==> config.mk <==
export PLATFORM = sky130hd
export DESIGN_NAME = dma_prio_gate
export DESIGN_NICKNAME = d
export VERILOG_FILES = /design/src/rtl/dpg_pkg.sv /design/src/rtl/dpg_rst_sync.sv /design/src/rtl/dpg_ctrl_regs.sv /design/src/rtl/dpg_chan_regs.sv /design/src/rtl/dpg_req_gate.sv /design/src/rtl/dma_prio_gate.sv
export SDC_FILE = /design/constraint.sdc
export NUM_CORES = 1
export LEC_CHECK = 0
export BUFFER_PORTS_ARGS = -buffer_cell sky130_fd_sc_hd__buf_2
export CAP_MARGIN = 20
export CORE_MARGIN = 5
export CORE_UTILIZATION = 50
export CTS_CLUSTER_DIAMETER = 50
export CTS_CLUSTER_SIZE = 40
export DETAILED_ROUTE_END_ITERATION = 8
export PLACE_DENSITY = 0.82
export SLEW_MARGIN = 5
export SYNTH_ARGS = -nofsm -noshare
export SYNTH_HDL_FRONTEND = slang
export SYNTH_HIERARCHICAL = 1
export SYNTH_SLANG_ARGS = --single-unit
export TNS_END_PERCENT = 5
==> constraint.sdc <==
create_clock -name clk -period 1.6 [get_ports clk]
set_input_delay 0.16 -clock clk [delete_from_list [all_inputs] [get_ports clk]]
set_output_delay 0.16 -clock clk [all_outputs]
set_load 0.005 [all_outputs]
==> src/rtl/dpg_pkg.sv <==
package dpg_pkg;
  localparam int PW = 3;
  typedef logic [PW-1:0] prio_t;

  localparam int ADDR_CTRL  = 0;
  localparam int ADDR_CPU   = 1;
  localparam int CH_BASE    = 2;

  localparam int CTRL_EN_BIT   = 0;
  localparam int CTRL_AUTO_BIT = 1;

  localparam prio_t MODE0_HIGH = 3'b100;
  localparam prio_t PRIO_ZERO  = 3'b000;
endpackage

==> src/rtl/dpg_rst_sync.sv <==
module dpg_rst_sync (
  input  logic clk,
  input  logic rst_n,
  output logic rst_n_sync
);
  logic [1:0] sync_q;

  always_ff @(posedge clk or negedge rst_n) begin
    if (!rst_n) sync_q <= 2'b00;
    else        sync_q <= {sync_q[0], 1'b1};
  end

  assign rst_n_sync = sync_q[1];
endmodule

==> src/rtl/dpg_ctrl_regs.sv <==
module dpg_ctrl_regs
  import dpg_pkg::*;
#(
  parameter int AW = 3
) (
  input  logic          clk,
  input  logic          rst_n,
  input  logic          wr_en,
  input  logic [AW-1:0] wr_addr,
  input  prio_t         wr_data,
  input  logic          irq_mode,
  input  prio_t         imask,
  output logic          gate_en,
  output prio_t         cpu_prio
);
  localparam logic [AW-1:0] A_CTRL = AW'(ADDR_CTRL);
  localparam logic [AW-1:0] A_CPU  = AW'(ADDR_CPU);

  logic  en_q, en_d, auto_q, auto_d;
  prio_t cpu_q, cpu_d, mask_level;
  logic  ctrl_we, cpu_we, cpu_ce;

  assign ctrl_we = wr_en && (wr_addr == A_CTRL);
  assign cpu_we  = wr_en && (wr_addr == A_CPU);
  // Register is clocked every cycle while tracking, otherwise only on a write.
  assign cpu_ce  = auto_q || cpu_we;

  // Mode mapping from interrupt mask to CPU level.
  always_comb begin
    if (irq_mode) mask_level = imask;
    else          mask_level = imask[0] ? MODE0_HIGH : PRIO_ZERO;
  end

  always_comb begin
    en_d   = wr_data[CTRL_EN_BIT];
    auto_d = wr_data[CTRL_AUTO_BIT];
    cpu_d  = auto_q ? mask_level : wr_data;
  end

  always_ff @(posedge clk or negedge rst_n) begin
    if (!rst_n) begin
      en_q   <= 1'b0;
      auto_q <= 1'b0;
      cpu_q  <= PRIO_ZERO;
    end else begin
      if (ctrl_we) begin
        en_q   <= en_d;
        auto_q <= auto_d;
      end
      if (cpu_ce) cpu_q <= cpu_d;
    end
  end

  assign gate_en  = en_q;
  assign cpu_prio = cpu_q;

  // mode 0 tracking
  p_mode0_track_r4: assert property (@(posedge clk) disable iff (!rst_n)
    (auto_q && !irq_mode) |=> (cpu_prio == ($past(imask[0]) ? MODE0_HIGH : PRIO_ZERO)));

  // mode 2 tracking
  p_mode2_track_r5: assert property (@(posedge clk) disable iff (!rst_n)
    (auto_q && irq_mode) |=> (cpu_prio == $past(imask)));

  // software-held level is stable without a write
  p_hold_level_r7: assert property (@(posedge clk) disable iff (!rst_n)
    (!auto_q && !cpu_we) |=> $stable(cpu_prio));

  // software write lands next cycle
  p_sw_load_r7: assert property (@(posedge clk) disable iff (!rst_n)
    (!auto_q && cpu_we) |=> (cpu_prio == $past(wr_data)));
endmodule

==> src/rtl/dpg_chan_regs.sv <==
module dpg_chan_regs
  import dpg_pkg::*;
#(
  parameter int NCH = 4,
  parameter int AW  = 3
) (
  input  logic             clk,
  input  logic             rst_n,
  input  logic             wr_en,
  input  logic [AW-1:0]    wr_addr,
  input  prio_t            wr_data,
  output prio_t [NCH-1:0]  chan_prio
);
  for (genvar k = 0; k < NCH; k++) begin : g_chan
    localparam logic [AW-1:0] MY_ADDR = AW'(k + CH_BASE);
    logic  we;
    prio_t prio_q, prio_d;

    assign we     = wr_en && (wr_addr == MY_ADDR);
    assign prio_d = wr_data;

    always_ff @(posedge clk or negedge rst_n) begin
      if (!rst_n)  prio_q <= PRIO_ZERO;
      else if (we) prio_q <= prio_d;
    end

    assign chan_prio[k] = prio_q;

    // only a write to this channel's address changes it
    p_chan_isolated_r8: assert property (@(posedge clk) disable iff (!rst_n)
      !(wr_en && wr_addr == MY_ADDR) |=> $stable(chan_prio[k]));
  end
endmodule

==> src/rtl/dpg_req_gate.sv <==
module dpg_req_gate
  import dpg_pkg::*;
#(
  parameter int NCH = 4
) (
  input  logic            clk,
  input  logic            rst_n,
  input  logic            gate_en,
  input  prio_t           cpu_prio,
  input  prio_t [NCH-1:0] chan_prio,
  input  logic [NCH-1:0]  req_raw,
  output logic [NCH-1:0]  req_gated
);
  logic [NCH-1:0] above_cpu;

  for (genvar k = 0; k < NCH; k++) begin : g_cmp
    assign above_cpu[k] = chan_prio[k] > cpu_prio;
    assign req_gated[k] = req_raw[k] & (~gate_en | above_cpu[k]);
  end

  // bypass while gating is off
  p_bypass_r2: assert property (@(posedge clk) disable iff (!rst_n)
    !gate_en |-> (req_gated == req_raw));

  // a gated request never appears without its raw request
  p_no_spurious_r3: assert property (@(posedge clk) disable iff (!rst_n)
    (req_gated & ~req_raw) == '0);
endmodule

==> src/rtl/dma_prio_gate.sv <==
module dma_prio_gate
  import dpg_pkg::*;
#(
  parameter int NCH = 4,
  localparam int AW = $clog2(NCH + CH_BASE)
) (
  input  logic           clk,
  input  logic           rst_n,
  input  logic           wr_en,
  input  logic [AW-1:0]  wr_addr,
  input  logic [2:0]     wr_data,
  input  logic           irq_mode,
  input  logic [2:0]     imask,
  input  logic [NCH-1:0] req_raw,
  output logic [NCH-1:0] req_gated,
  output logic [2:0]     cpu_prio
);
  logic            rst_n_sync;
  logic            gate_en;
  prio_t           cpu_level;
  prio_t [NCH-1:0] chan_prio;

  dpg_rst_sync u_rst (
    .clk        (clk),
    .rst_n      (rst_n),
    .rst_n_sync (rst_n_sync)
  );

  dpg_ctrl_regs #(.AW(AW)) u_ctrl (
    .clk      (clk),
    .rst_n    (rst_n_sync),
    .wr_en    (wr_en),
    .wr_addr  (wr_addr),
    .wr_data  (wr_data),
    .irq_mode (irq_mode),
    .imask    (imask),
    .gate_en  (gate_en),
    .cpu_prio (cpu_level)
  );

  dpg_chan_regs #(.NCH(NCH), .AW(AW)) u_chan (
    .clk       (clk),
    .rst_n     (rst_n_sync),
    .wr_en     (wr_en),
    .wr_addr   (wr_addr),
    .wr_data   (wr_data),
    .chan_prio (chan_prio)
  );

  dpg_req_gate #(.NCH(NCH)) u_gate (
    .clk       (clk),
    .rst_n     (rst_n_sync),
    .gate_en   (gate_en),
    .cpu_prio  (cpu_level),
    .chan_prio (chan_prio),
    .req_raw   (req_raw),
    .req_gated (req_gated)
  );

  assign cpu_prio = cpu_level;
endmodule

==> implementation parameters <==
Parameter                              Value

Setup path
  Critical path start-end classification    reg -> out
  Worst-path fanout max    4
  Arrival time of the worst setup path    1.68 ns
  Register-to-register setup slack    0.68 ns
  Crit end category    output port
  Data required time of the critical path    1.44 ns
  Launching element type of the critical path    flop

Die
  Ports placed on the boundary    24
  Core area    2190 um2
  Vertical die dimension    57.7 um
  Initial core utilization    52.0%
  Die Outline Area    3330 um2
  FP Rows    17
  Die X    57.7 um

Finish
  Ant. Diodes    0
  Total Nets Final    147
  Layout Area Growth over Synthesis    27.4%
  Core Util, Final    66.2%
  Final non-filler cell area    1450 um2
  Fraction of final layout cells sized beyond drive strength 1    49.6%

Flow run
  Max-capacitance violation count    0

Clock tree
  Clock tree sinks    19
  Clock slew seen by the registers of the worst setup and hold paths    0.11 ns
  Buffer depth of the longest clock path    2
  CTS tree    yes
  Insertion delay of the later-clocked pin in the worst-skew pair    0.30 ns
  Library cell used as clock root buffer    sky130_fd_sc_hd__clkbuf_4
  Total number of H-tree levels    1
  Number of buffers inserted during clock tree synthesis    3

Routing
  Post-detailed-route count of antenna-violating nets    0
  Met1 layer wirelength in the final routing    1060 um
  Wirelength per Cell    17.3 um
  Routed wire length    2500 um
  Post-detailed-route via-to-cell ratio    5.76
  Uppermost metal layer occupied by signal nets    met4
  Met3 layer wire length in the routed design    179 um
  Overall via count from detail_route    835
  Count of TritonRoute iterations in the first routing pass    4
  Iteration-0 DRC Markers    22
  DRC    0
  Length of routed met2 wiring    1170 um

Timing
  Number of failing setup endpoints in the final timing report    4
  Setup skew after layout    0.00588 ns
  Slew of the pin with the lowest slew margin    0.713 ns
  Worst hold margin    0.110 ns
  Highest clock rate    542 MHz
  Final hold violations    0
  Max-slew violations    0
  Final total negative setup slack    -0.955 ns
  Setup slack of the critical path after layout    -0.245 ns
  Period Utilization, post-route    115%
  Slew headroom    52.5%
  Min cycle time layout    1.84 ns
  Setup repair after global routing missed its margin    yes

Logic synthesis
  Post-synthesis cell count    87
  Mean post-synth cell area    13.1 um2
  Number of nets in the synthesized netlist    116
  Post-Syn Area    1140 um2
  Largest area contributor in the synthesized netlist    sky130_fd_sc_hd__dfrtp_1
  Post-synth cell types    18
  Dominant cells by area after synthesis    sky130_fd_sc_hd__dfrtp_1 (42%), sky130_fd_sc_hd__ha_1 (13%), sky130_fd_sc_hd__mux2_2 (7.9%)
  Yosys reg bits    19
  Area share of the leading cell type in the synthesized netlist    41.8%
  YS warnings    6
  Sequential fraction of the synthesis area    41.8%

Global routing
  First-pass GRT wire length    4220 um
  Total gr overflow    0
  Maximum number of pins on one net before global-route repair    18
  Via count of the first global-routing pass    902
  Initial antenna violation count    0
  Overall fraction of global-route tracks in use    16.8%

Placed design
  Placer's final routability congestion estimate    0.790
  Minimum setup slack after placement    -0.0727 ns
  HPWL Detailed    1810 um
  DP Area    1300 um2
  Port Buffer Count    23

Status
  Run status    finished with violations
  Violated checks    negative setup slack

Power
  Leakage power figure    0.000664 uW
  Pwr Density    1140 nW/um2
  Peak supply drop    0.762 mV

Hold path
  Hold Path Class    in -> reg
critical path, cell delays in order (launching register included):
cell and delay [ns]:
sky130_fd_sc_hd__dfrtp_1 0.43, sky130_fd_sc_hd__inv_4 0.13, sky130_fd_sc_hd__ha_4 0.22, sky130_fd_sc_hd__and3b_1 0.17, sky130_fd_sc_hd__o311a_1 0.30, sky130_fd_sc_hd__buf_2 0.13
cell usage after synthesis:
| cell | number |
|---|---|
| sky130_fd_sc_hd__mux2_4 | 6 |
| sky130_fd_sc_hd__o21ai_1 | 2 |
| sky130_fd_sc_hd__nand4b_1 | 2 |
| sky130_fd_sc_hd__o311a_1 | 4 |
| sky130_fd_sc_hd__and4bb_2 | 1 |
| sky130_fd_sc_hd__nor4b_4 | 1 |
| sky130_fd_sc_hd__and2_1 | 4 |
| sky130_fd_sc_hd__nand4_1 | 4 |
| sky130_fd_sc_hd__mux2_2 | 8 |
| sky130_fd_sc_hd__and4bb_4 | 2 |
| sky130_fd_sc_hd__inv_1 | 6 |
| sky130_fd_sc_hd__nand2b_1 | 4 |
| sky130_fd_sc_hd__and3b_1 | 4 |
| sky130_fd_sc_hd__conb_1 | 1 |
| sky130_fd_sc_hd__mux2i_1 | 5 |
| sky130_fd_sc_hd__nand3_1 | 2 |
| sky130_fd_sc_hd__ha_1 | 12 |
| sky130_fd_sc_hd__dfrtp_1 | 19 |
worst paths after layout:
path | start | endpoint | cells after the start
min reg2reg | u_rst/sync_q[1] | u_ctrl/gate_en | 0
max in group asynchronous | u_rst/sync_q[1] | u_chan/g_chan[1].prio_q[0] | 0
min | imask[0] | u_ctrl/cpu_prio[0] | 3
min in group asynchronous | rst_n | u_rst/sync_q[1] | 2
max reg2reg | u_ctrl/gate_en | u_ctrl/gate_en | 1
max | u_ctrl/cpu_prio[2] | req_gated[3] | 5
final cells by class:
| class | instances | area (um2) |
|---|---|---|
| tap | 28 | 35.0 |
| multi-input combinational | 62 | 746 |
| sequential | 19 | 475 |
| inverter | 6 | 27.5 |
| timing repair buffer | 26 | 140 |
| clock buffer | 4 | 26.3 |
| fill | 163 | 741 |
logic make-up (layout without fill, tap and decap cells):
family,after synthesis,in the layout,synth area share (%)
compound gates,6,6,4.40
fa+ha+maj,12,12,13.2
buf+inv,6,36,1.98
flops,19,19,41.8
mux,19,19,20.2
other cells,1,1,0.329
simple gates,24,24,18.1
where the power goes:
group | leakage [uW] | switching [uW] | internal, uW | total [uW]
Sequential | 0.000229 | 128 | 579 | 707
Clock | 0.0000150 | 149 | 97.4 | 246
Combinational | 0.000420 | 284 | 411 | 695
Total | 0.000664 | 560 | 1090 | 1650
placed cells by master, fill, tap and decap left out, types with 2 or more instances in the layout:
| master | instances |
|---|---|
| sky130_fd_sc_hd__inv_1 | 4 |
| sky130_fd_sc_hd__nand4b_1 | 2 |
| sky130_fd_sc_hd__o21ai_1 | 2 |
| sky130_fd_sc_hd__mux2i_1 | 5 |
| sky130_fd_sc_hd__and3b_1 | 4 |
| sky130_fd_sc_hd__ha_4 | 8 |
| sky130_fd_sc_hd__ha_1 | 4 |
| sky130_fd_sc_hd__nand4_1 | 4 |
| sky130_fd_sc_hd__mux2_4 | 6 |
| sky130_fd_sc_hd__buf_4 | 2 |
| sky130_fd_sc_hd__and2_4 | 2 |
| sky130_fd_sc_hd__clkbuf_4 | 3 |
| sky130_fd_sc_hd__mux2_2 | 8 |
| sky130_fd_sc_hd__o311a_1 | 4 |
| sky130_fd_sc_hd__and2_1 | 2 |
| sky130_fd_sc_hd__dfrtp_1 | 19 |
| sky130_fd_sc_hd__inv_4 | 2 |
| sky130_fd_sc_hd__nand2b_1 | 4 |
| sky130_fd_sc_hd__buf_2 | 23 |
| sky130_fd_sc_hd__nand3_1 | 2 |
| sky130_fd_sc_hd__and4bb_4 | 2 |
metrics by stage:
| step | instances | power, uW |
|---|---|---|
| after CTS | 145 | 1650 |
| after detailed placement | 139 | 1250 |
| final | 145 | 1650 |
| after floorplan | 87 | 1040 |
| after global placement | 139 | 1200 |
| after global routing | 145 | 1780 |
sequential cells by signal, indices dropped and copies added (netlist names):
register and flops:
u_ctrl/gate_en 1, u_ctrl/cpu_prio 3, u_chan/g_chan.prio_q 12, u_rst/sync_q 2, u_ctrl/auto_q 1
metal layers:
layer / vias up / global-route usage, %
met3: 12 / 2.90
met4: 0 / 11.6
li1: 389 / -
met1: 399 / 21.2
met2: 35 / 26.0
met5: - / 0
timing repair:
action | CTS | global route
hold buffers | 1 | 0
cloned | 0 | 0
endpoints found under the hold margin | 2 | 0
setup endpoints to repair | 4 | 4
buffers inserted | 1 | 0
gates resized for setup | 14 | 0
pin swaps | 12 | 0
Note: power is estimated with default switching activity, not from simulation.
